### config.mk
export PLATFORM = sky130hd
export DESIGN_NAME = accu_alu_top
export DESIGN_NICKNAME = d
export VERILOG_FILES = /design/src/rtl/accu_alu_pkg.sv /design/src/rtl/accu_rst_sync.sv /design/src/rtl/accu_alu_core.sv /design/src/rtl/accu_cond_eval.sv /design/src/rtl/accu_alu_top.sv
export SDC_FILE = /design/constraint.sdc
export NUM_CORES = 1
export LEC_CHECK = 0
export ABC_AREA = 1
export BUFFER_PORTS_ARGS = -buffer_cell sky130_fd_sc_hd__buf_2
export CAP_MARGIN = 40
export CORE_MARGIN = 8
export CORE_UTILIZATION = 55
export CTS_CLUSTER_SIZE = 14
export DETAILED_ROUTE_END_ITERATION = 8
export MAX_ROUTING_LAYER = met4
export PLACE_DENSITY_LB_ADDON = 0.15
export SLEW_MARGIN = 15
export SYNTH_ARGS = -nofsm -noshare
export SYNTH_HDL_FRONTEND = slang
export SYNTH_SLANG_ARGS = --single-unit
### constraint.sdc
create_clock -name clk -period 1.7 [get_ports clk]
set_clock_uncertainty 0.2 [all_clocks]
set_input_delay 0.17 -clock clk [delete_from_list [all_inputs] [get_ports clk]]
set_output_delay 0.17 -clock clk [all_outputs]
set_load 0.03 [all_outputs]
### src/rtl/accu_alu_pkg.sv
package accu_alu_pkg;

  localparam int DATA_W = 8;
  localparam int PAIR_W = 2 * DATA_W;

  typedef enum logic [4:0] {
    OP_ADD  = 5'd0,
    OP_ADC  = 5'd1,
    OP_SUB  = 5'd2,
    OP_SBB  = 5'd3,
    OP_AND  = 5'd4,
    OP_XOR  = 5'd5,
    OP_OR   = 5'd6,
    OP_CMP  = 5'd7,
    OP_INC  = 5'd8,
    OP_DEC  = 5'd9,
    OP_CPL  = 5'd10,
    OP_ROL  = 5'd11,
    OP_ROR  = 5'd12,
    OP_RCL  = 5'd13,
    OP_RCR  = 5'd14,
    OP_SETC = 5'd15,
    OP_INVC = 5'd16,
    OP_DADJ = 5'd17,
    OP_PADD = 5'd18
  } alu_op_e;

  typedef struct packed {
    logic s;
    logic z;
    logic ac;
    logic p;
    logic cy;
  } flags_t;

  localparam flags_t FLAGS_RESET = '0;

  function automatic logic [DATA_W-1:0] pack_flags(flags_t f);
    return {f.s, f.z, 1'b0, f.ac, 1'b0, f.p, 1'b1, f.cy};
  endfunction

endpackage

### src/rtl/accu_rst_sync.sv
module accu_rst_sync #(
  parameter int STAGES = 2
) (
  input  logic clk,
  input  logic rst_n,
  output logic rst_sync_n
);
  logic [STAGES-1:0] chain_q;

  always_ff @(posedge clk or negedge rst_n) begin
    if (!rst_n) chain_q <= '0;
    else        chain_q <= {chain_q[STAGES-2:0], 1'b1};
  end

  assign rst_sync_n = chain_q[STAGES-1];
endmodule

### src/rtl/accu_alu_core.sv
module accu_alu_core
  import accu_alu_pkg::*;
(
  input  logic [4:0]        op,
  input  logic [DATA_W-1:0] acc_cur,
  input  flags_t            flg_cur,
  input  logic [DATA_W-1:0] operand,
  input  logic [PAIR_W-1:0] pair_a,
  input  logic [PAIR_W-1:0] pair_b,
  output logic [DATA_W-1:0] acc_nxt,
  output flags_t            flg_nxt,
  output logic              acc_we,
  output logic              flg_we,
  output logic              pair_we,
  output logic [PAIR_W-1:0] pair_nxt
);
  localparam int HALF_W = DATA_W / 2;

  logic [DATA_W-1:0] add_b;
  logic              add_cin;
  logic [HALF_W:0]   lo_sum;
  logic [DATA_W:0]   full_sum;
  logic [PAIR_W:0]   pair_full;
  logic              borrow_in;
  logic              lo_fix, hi_fix;
  logic [DATA_W-1:0] res;
  logic              upd_szp;

  assign borrow_in = (op == OP_SBB) ? flg_cur.cy : 1'b0;
  assign lo_fix    = flg_cur.ac || (acc_cur[HALF_W-1:0] > 4'd9);
  assign hi_fix    = flg_cur.cy || (acc_cur > 8'h99);

  // Shared 8-bit adder operand select
  always_comb begin
    add_b   = operand;
    add_cin = 1'b0;
    unique case (op)
      OP_ADC:                 add_cin = flg_cur.cy;
      OP_SUB, OP_SBB, OP_CMP: begin
        add_b   = ~operand;
        add_cin = ~borrow_in;
      end
      OP_INC:  add_b = 8'h01;
      OP_DEC:  add_b = 8'hFF;
      OP_DADJ: add_b = {hi_fix ? 4'h6 : 4'h0, lo_fix ? 4'h6 : 4'h0};
      default: ;
    endcase
  end

  assign lo_sum    = {1'b0, acc_cur[HALF_W-1:0]} + {1'b0, add_b[HALF_W-1:0]} + {{HALF_W{1'b0}}, add_cin};
  assign full_sum  = {1'b0, acc_cur} + {1'b0, add_b} + {{DATA_W{1'b0}}, add_cin};
  assign pair_full = {1'b0, pair_a} + {1'b0, pair_b};
  assign pair_nxt  = pair_full[PAIR_W-1:0];

  // Result and flag selection
  always_comb begin
    res     = acc_cur;
    flg_nxt = flg_cur;
    acc_we  = 1'b0;
    flg_we  = 1'b1;
    pair_we = 1'b0;
    upd_szp = 1'b0;
    unique case (op)
      OP_ADD, OP_ADC: begin
        res = full_sum[DATA_W-1:0]; acc_we = 1'b1; upd_szp = 1'b1;
        flg_nxt.cy = full_sum[DATA_W]; flg_nxt.ac = lo_sum[HALF_W];
      end
      OP_SUB, OP_SBB, OP_CMP: begin
        res = full_sum[DATA_W-1:0]; acc_we = (op != OP_CMP); upd_szp = 1'b1;
        flg_nxt.cy = ~full_sum[DATA_W]; flg_nxt.ac = lo_sum[HALF_W];
      end
      OP_AND: begin
        res = acc_cur & operand; acc_we = 1'b1; upd_szp = 1'b1;
        flg_nxt.cy = 1'b0; flg_nxt.ac = 1'b1;
      end
      OP_XOR, OP_OR: begin
        res = (op == OP_XOR) ? (acc_cur ^ operand) : (acc_cur | operand);
        acc_we = 1'b1; upd_szp = 1'b1;
        flg_nxt.cy = 1'b0; flg_nxt.ac = 1'b0;
      end
      OP_INC, OP_DEC: begin
        res = full_sum[DATA_W-1:0]; acc_we = 1'b1; upd_szp = 1'b1;
        flg_nxt.ac = lo_sum[HALF_W];
      end
      OP_CPL: begin
        res = ~acc_cur; acc_we = 1'b1; flg_we = 1'b0;
      end
      OP_ROL: begin
        res = {acc_cur[DATA_W-2:0], acc_cur[DATA_W-1]}; acc_we = 1'b1;
        flg_nxt.cy = acc_cur[DATA_W-1];
      end
      OP_ROR: begin
        res = {acc_cur[0], acc_cur[DATA_W-1:1]}; acc_we = 1'b1;
        flg_nxt.cy = acc_cur[0];
      end
      OP_RCL: begin
        res = {acc_cur[DATA_W-2:0], flg_cur.cy}; acc_we = 1'b1;
        flg_nxt.cy = acc_cur[DATA_W-1];
      end
      OP_RCR: begin
        res = {flg_cur.cy, acc_cur[DATA_W-1:1]}; acc_we = 1'b1;
        flg_nxt.cy = acc_cur[0];
      end
      OP_SETC: flg_nxt.cy = 1'b1;
      OP_INVC: flg_nxt.cy = ~flg_cur.cy;
      OP_DADJ: begin
        res = full_sum[DATA_W-1:0]; acc_we = 1'b1; upd_szp = 1'b1;
        flg_nxt.cy = hi_fix; flg_nxt.ac = lo_sum[HALF_W];
      end
      OP_PADD: begin
        pair_we = 1'b1; flg_nxt.cy = pair_full[PAIR_W];
      end
      default: flg_we = 1'b0;
    endcase
    if (upd_szp) begin
      flg_nxt.s = res[DATA_W-1];
      flg_nxt.z = (res == '0);
      flg_nxt.p = ~^res;
    end
    acc_nxt = res;
  end
endmodule

### src/rtl/accu_cond_eval.sv
module accu_cond_eval
  import accu_alu_pkg::*;
(
  input  flags_t     flg,
  input  logic [2:0] sel,
  output logic       hit
);
  logic tested;

  always_comb begin
    unique case (sel[2:1])
      2'd0:    tested = flg.z;
      2'd1:    tested = flg.cy;
      2'd2:    tested = flg.p;
      default: tested = flg.s;
    endcase
  end

  // Odd select asks for the flag set, even select for it clear
  assign hit = sel[0] ? tested : ~tested;
endmodule

### src/rtl/accu_alu_top.sv
module accu_alu_top
  import accu_alu_pkg::*;
#(
  parameter int SYNC_STAGES = 2
) (
  input  logic              clk,
  input  logic              rst_n,
  input  logic              op_valid,
  input  logic [4:0]        op_code,
  input  logic [DATA_W-1:0] operand,
  input  logic [PAIR_W-1:0] pair_a,
  input  logic [PAIR_W-1:0] pair_b,
  input  logic [2:0]        cond_sel,
  output logic [DATA_W-1:0] acc,
  output logic [DATA_W-1:0] flags,
  output logic [PAIR_W-1:0] pair_sum,
  output logic              cond_true
);
  logic              rst_sync_n;
  logic [DATA_W-1:0] acc_q, acc_d;
  flags_t            flg_q, flg_d;
  logic [PAIR_W-1:0] pair_q, pair_d;
  logic              acc_we, flg_we, pair_we;
  logic              acc_en, flg_en, pair_en;

  accu_rst_sync #(.STAGES(SYNC_STAGES)) u_rst_sync (
    .clk        (clk),
    .rst_n      (rst_n),
    .rst_sync_n (rst_sync_n)
  );

  accu_alu_core u_core (
    .op      (op_code),
    .acc_cur (acc_q),
    .flg_cur (flg_q),
    .operand (operand),
    .pair_a  (pair_a),
    .pair_b  (pair_b),
    .acc_nxt (acc_d),
    .flg_nxt (flg_d),
    .acc_we  (acc_we),
    .flg_we  (flg_we),
    .pair_we (pair_we),
    .pair_nxt(pair_d)
  );

  accu_cond_eval u_cond (
    .flg (flg_q),
    .sel (cond_sel),
    .hit (cond_true)
  );

  assign acc_en  = op_valid && acc_we;
  assign flg_en  = op_valid && flg_we;
  assign pair_en = op_valid && pair_we;

  always_ff @(posedge clk or negedge rst_sync_n) begin
    if (!rst_sync_n) begin
      acc_q  <= '0;
      flg_q  <= FLAGS_RESET;
      pair_q <= '0;
    end else begin
      if (acc_en)  acc_q  <= acc_d;
      if (flg_en)  flg_q  <= flg_d;
      if (pair_en) pair_q <= pair_d;
    end
  end

  assign acc      = acc_q;
  assign flags    = pack_flags(flg_q);
  assign pair_sum = pair_q;

  assert_cmp_keeps_acc_R4: assert property (@(posedge clk) disable iff (!rst_sync_n)
    (op_valid && op_code == OP_CMP) |=> acc_q == $past(acc_q));

  assert_and_flags_R5: assert property (@(posedge clk) disable iff (!rst_sync_n)
    (op_valid && op_code == OP_AND) |=> (flg_q.ac && !flg_q.cy));

  assert_incdec_keeps_cy_R6: assert property (@(posedge clk) disable iff (!rst_sync_n)
    (op_valid && (op_code == OP_INC || op_code == OP_DEC)) |=> flg_q.cy == $past(flg_q.cy));

  assert_cpl_no_flags_R7: assert property (@(posedge clk) disable iff (!rst_sync_n)
    (op_valid && op_code == OP_CPL) |=> (flg_q == $past(flg_q) && acc_q == ~$past(acc_q)));

  assert_rotate_only_cy_R8: assert property (@(posedge clk) disable iff (!rst_sync_n)
    (op_valid && op_code >= OP_ROL && op_code <= OP_RCR)
      |=> {flg_q.s, flg_q.z, flg_q.ac, flg_q.p} == $past({flg_q.s, flg_q.z, flg_q.ac, flg_q.p}));

  assert_pair_only_cy_R10: assert property (@(posedge clk) disable iff (!rst_sync_n)
    (op_valid && op_code == OP_PADD)
      |=> (acc_q == $past(acc_q) && {flg_q.s, flg_q.z, flg_q.ac, flg_q.p} == $past({flg_q.s, flg_q.z, flg_q.ac, flg_q.p})));

  assert_idle_holds_R12: assert property (@(posedge clk) disable iff (!rst_sync_n)
    (!op_valid || op_code > OP_PADD) |=> ($stable(acc_q) && $stable(flg_q) && $stable(pair_q)));
endmodule

Word level (Yosys, flattened, before mapping)

Cells that the tools add are included.

Input port bits: 51
Output and inout bits: 33
Word-level logic and storage cells: 84
Bits in registers: 31

Equality and inequality tests: 21
Bitwise gates (word level): 9
Order comparisons: 2
Add/subtract/negate cells: 5
Mux-type cells: 15
Reduce and logical (&&, ||, !) cells: 24

Operator list:

| kind                                                | number |
|---|---|
| one-hot mux 8 bit (8 select lines)                  | 1 |
| equality test 5 x 4 -> 1 bit, second input constant | 8 |
| one-hot mux 8 bit (4 select lines)                  | 1 |
| equality test 5 x 3 -> 1 bit, second input constant | 4 |
| OR reduction 18 bit                                 | 1 |
| adder 16 x 16 -> 17 bit                             | 1 |
| NOT 8 bit                                           | 2 |
| equality test 5 bit, second input constant          | 3 |
| OR reduction 13 bit                                 | 1 |
| OR reduction 11 bit                                 | 1 |
| equality test 5 x 2 -> 1 bit, second input constant | 2 |
| adder 8 x 8 -> 9 bit                                | 1 |
| adder 9 x 1 -> 9 bit                                | 1 |
| one-hot mux 1 bit (9 select lines)                  | 1 |
| nonzero test 9 bit                                  | 1 |
| AND 8 bit                                           | 1 |
| > comparator 8 bit, second input constant           | 1 |
| logical NOT 8 bit                                   | 1 |
| two-way mux 8 bit                                   | 1 |
| bitwise OR 8 bit                                    | 1 |
| OR reduction 2 bit                                  | 4 |
| OR reduction 8 bit                                  | 1 |
| XNOR reduction 8 bit                                | 1 |
| XOR 8 bit                                           | 1 |
| other kinds (19)                                    | 35 |

Logic depth before layout (Yosys ltp)

Depth in word-level cells: 8
Depth in mapped cells: 28
Depth with buffers taken out: 28

Modules after synthesis

From an unflattened synthesis, not the netlist that was laid out.

Cells, all modules: 597
Area total of the unflattened synthesis: 4006.3 um^2

By module, submodules not included:

| module         | cells an instance | sequential area each (um^2) | instances | area an instance (um^2) |
|---|---|---|---|---|
| accu_alu_core  | 450               | 0.0                         | 1         | 2717.6 |
| accu_alu_top   | 131               | 725.7                       | 1         | 1177.4 |
| accu_cond_eval | 13                | 0.0                         | 1         | 57.6 |
| accu_rst_sync  | 3                 | 50.0                        | 1         | 53.8 |

Least setup slack after synthesis

Ideal clock, no wire load.

Kind: input -> register
Start point: input port op_code[4]
End point: register flg_q (netlist bit flags[2])
Stages on the path: 26
Buffers on the path: 2
Arrival: 3198 ps
Library setup time: 76 ps
Setup slack: -1774 ps
Cell sequence: buf_6 inv_2 buf_4 nand3_1 nand3_2 nor2_2 nor2_2 a32oi_1 fa_1 inv_1 fa_1 inv_1 nand3_1 nand2_1 nand2_1 nand2_1 nor2_1 nor2_1 nor2_1 nand2_1 inv_1 ha_1 xnor2_1 xnor2_1 nand2_1 o21ai_1

Word-level cells in the longest chain between the ends: 7
Elaborated cells on any way between the ends: 37
Classes of those cells: 2 x add/sub; 18 x eq/ne; 7 x mux; 1 x bitwise; 9 x reduce/logical

Ends and longest elaborated chain:

| item                                                                              | line                                     | RTL |
|---|---|---|
| from (decl)                                                                       | accu_alu_top.sv:9                        | `input logic [4:0] op_code,` |
| equality test 5 x 2 -> 1 bit (tied with other cells)                              | accu_alu_core.sv:37, accu_alu_core.sv:63 |  |
| OR reduction 3 bit / two-way mux 1 bit (equally long branches)                    | -                                        |  |
| one-hot mux 8 bit (4 select lines) / NOT 1 bit (equally long branches)            | accu_alu_core.sv:37, accu_alu_core.sv:41 |  |
| adder 8 x 8 -> 9 bit / one-hot mux 1 bit (2 select lines) (equally long branches) | accu_alu_core.sv:51, accu_alu_core.sv:37 |  |
| adder 9 x 1 -> 9 bit                                                              | accu_alu_core.sv:51                      | `assign full_sum = {1'b0, acc_cur} + {1'b0, add_b} + {{DATA_W{1'b0}}, add_cin};` |
| one-hot mux 8 bit (8 select lines)                                                | accu_alu_core.sv:63                      | `unique case (op)` |
| XNOR reduction 8 bit                                                              | accu_alu_core.sv:118                     | `flg_nxt.p = ~^res;` |
| to (signal assigned)                                                              | accu_alu_top.sv:64                       | `if (flg_en) flg_q <= flg_d;` |
| to (decl)                                                                         | accu_alu_top.sv:21                       | `flags_t flg_q, flg_d;` |

Several ways; a longest one is shown, not always the timed one.
A chain may end at the register's enable or synchronous reset.

Worst setup path after layout

Start point: input port op_code[1]
End point: register flg_q (netlist bit flags[2])

The elaborated chain is that of the path after synthesis.

==> flow_summary.ini <==
[timing]
setup_slack_ns = -1.511
min_period_ns = 3.210
drv_slew = 0
fmax_mhz = 311.5
finalCritPeriodShare_pct = 188.9
hold_viol = 0
holdWs_ns = 0.003975
tns_ns = -12.78
setup_viol = 14
rsz0062_at_grt = true

[clocking]
tritoncts = done
clockBufferDepth = 2
cts-root-buf = clkbuf_8
htreeDepth = 2
cts_inserted_buffers = 5
insertion_delay_ns = 0.29
clock_sinks = 31
cts.clk_slew.worst_paths_ns = 0.07

[power_and_ir_drop]
vdd_drop_max_mv = 0.8417
power.density_nw_per_um2 = 1143
p_leak_nw = 3.526
p_total_mw = 7.162

[yosys]
ys_top_cells_by_area = dfrtp_1, nand2_1, ha_1, inv_1, nand3_1
synth_top_flop_cell = dfrtp_1
synth_cell_type_count = 38
synthesis.instances = 636
synth_area_sq_um = 3983
synth_top_area_cell = dfrtp_1
synth_top_area_share_pct = 19.48
ys_seq_area_share_pct = 19.48
synth_edf_count = 0
async_flop_share_pct = 100.0
postSynthAreaPerCell_sq_um = 6.262
ys_ff_latch = 31
synth_warnings = 0

[place]
dp_slack_ns = -1.851
dp_cells = 946
dp_hpwl_um = 11290
postPlaceCellArea_sq_um = 5608
globalplace.congestion = 0.9432
port_buffers = 80

[run]
maxCapViolations = 0

[floorplan]
die_h_um = 101.1
start_util_pct = 55.80
die-area_sq_um = 10220
die_x_um = 101.1
ioPinCount = 84
rows = 31
core-area_sq_um = 7137

[routing]
wl_um = 16790
drt-initial-drc-count = 413
via_per_inst = 5.608
drc = 0
first_pass_iters = 6
ant_nets = 0
vias = 5457
wire_per_inst_um = 17.25

[final_layout]
fin_cells = 973
post-route-util_pct = 87.78
num_antenna_cells = 0
synthToLayoutAreaGrowth_pct = 57.30
layout-drive-gt1-share_pct = 42.79
final_area_sq_um = 6265
nets = 971
num-fill-cells = 408

[grt]
gr-usage-all-layers_pct = 29.56
grt_overflow = 0
first_global_vias = 5195
antenna_found_initial = 0
grt_pass1_wl_um = 23810
grt_max_degree = 30

[critical_path]
timing.rr.start = flags[4]
worst-setup-path-type = input port to flop
required_ns = 1.71
cp-end-kind = flop
cp-startpoint = op_code[1]
cp-start-kind = input port
crit_path_end = flags[2]
worst-r2r-cell-count = 23
arrival_ns = 3.22
rrSetupSlack_ns = -1.46
r2r_end = flags[2]
cp_max_fo = 6

[outcome]
outcome = finished, violations left
violations = setup timing

[worst_hold_path]
hold_class = input port to async pin
==> registers in the layout, summed over array words and instances, names as in the netlist <==
register and count:
u_rst_sync.chain_q 2, pair_sum 16, acc 8, flags 5
==> logic make-up (layout without fill, tap and decap cells) <==
| logic type | after synthesis | after routing | share of synthesized area (%) |
|---|---|---|---|
| flops | 31 | 31 | 19.48 |
| simple gates | 370 | 370 | 41.53 |
| fa+ha+maj | 47 | 47 | 15.33 |
| xor+xnor | 12 | 12 | 2.639 |
| buf+inv | 96 | 332 | 10.02 |
| compound gates | 78 | 78 | 10.81 |
| other cells | 2 | 4 | 0.1886 |
==> how the worst min path moves through the flow <==
stage,startpoint,end,slack [ns],depth (start not counted)
after floorplan,rst_n,u_rst_sync.chain_q[0],-0.33,0
after global placement,rst_n,u_rst_sync.chain_q[1],-0.24,1
after detailed placement,rst_n,u_rst_sync.chain_q[0],-0.24,1
after CTS,rst_n,u_rst_sync.chain_q[0],0.006,2
after global routing,rst_n,u_rst_sync.chain_q[1],0.0004,2
final,rst_n,u_rst_sync.chain_q[1],0.004,2
==> power by group <==
group | switching [mW] | internal [mW]
Clock | 0.300 | 0.474
Sequential | 0.182 | 0.985
Combinational | 3.03 | 2.19
Total | 3.52 | 3.65
==> area by class of cell <==
type	instances	area [sq um]	share of cell area [%]
sequential	31	780.7	12.46
clock buffer	6	82.58	1.318
timing repair buffer	239	1689	26.96
clock inverter	2	35.03	0.5592
multi-input combinational	511	3229	51.55
tap	99	123.9	1.977
inverter	85	324.1	5.173
==> worst max-delay path, stage by stage <==
cell	delay [ns]
buf_6	0.11
nand2_2	0.08
nor2_2	0.17
nand2_2	0.10
nand3_4	0.13
nor2_4	0.06
buf_6	0.11
a32oi_2	0.16
fa_2	0.25
inv_2	0.04
fa_2	0.37
inv_2	0.08
nand3_2	0.09
nand2_2	0.11
nand2_2	0.06
nand2_2	0.07
nand2_1	0.05
nand2_1	0.05
nor2_1	0.03
nor2_1	0.10
nand2_1	0.09
inv_2	0.08
ha_4	0.20
xnor2_2	0.13
xnor2_1	0.16
nand2_1	0.07
o21ai_1	0.08
==> layout by cell type, fill, tap and decap left out, types with 7 or more instances in the layout <==
master,instances
inv_2,21
ha_1,39
nand3_2,8
nor2_2,13
buf_6,10
nand2_4,7
nand3_1,44
buf_2,74
dfrtp_1,27
o21ai_0,17
nand2_1,184
nand2_2,23
buf_4,150
nor2_4,10
a21oi_1,22
nor2_1,54
nand4_1,7
o21ai_1,13
inv_1,62
==> per-layer routing <==
metal / up-vias / part of all wire [%] / global-route usage, %
met1: 2478 / 36 / 33.07
met3: 114 / 7.9 / 2.486
met4: 0 / 6.2 / 14.09
met2: 364 / 50 / 51.92
li1: 2501 / - / -
met5: - / 0 / -
==> synthesized netlist by cell type (5+ instances only) <==
cell type / number
o21ai_1: 10
nand2_1: 206
o21ai_0: 25
a22oi_1: 5
dfrtp_1: 31
ha_1: 44
nand2_2: 6
a21oi_1: 28
nand4_1: 7
inv_2: 11
nor2_2: 11
xnor2_1: 7
nand3_2: 6
xor2_1: 5
inv_1: 74
nand3_1: 51
nor2_1: 63
==> repair_timing <==
item / CTS / global route
endpoints found under the hold margin: 2 / 0
gates resized for setup: 49 / 61
hold buffers: 1 / 0
buffers inserted: 11 / 9
endpoints found under the setup margin: 15 / 20
pin swaps: 53 / 36
(Power assumes the default switching activity.)
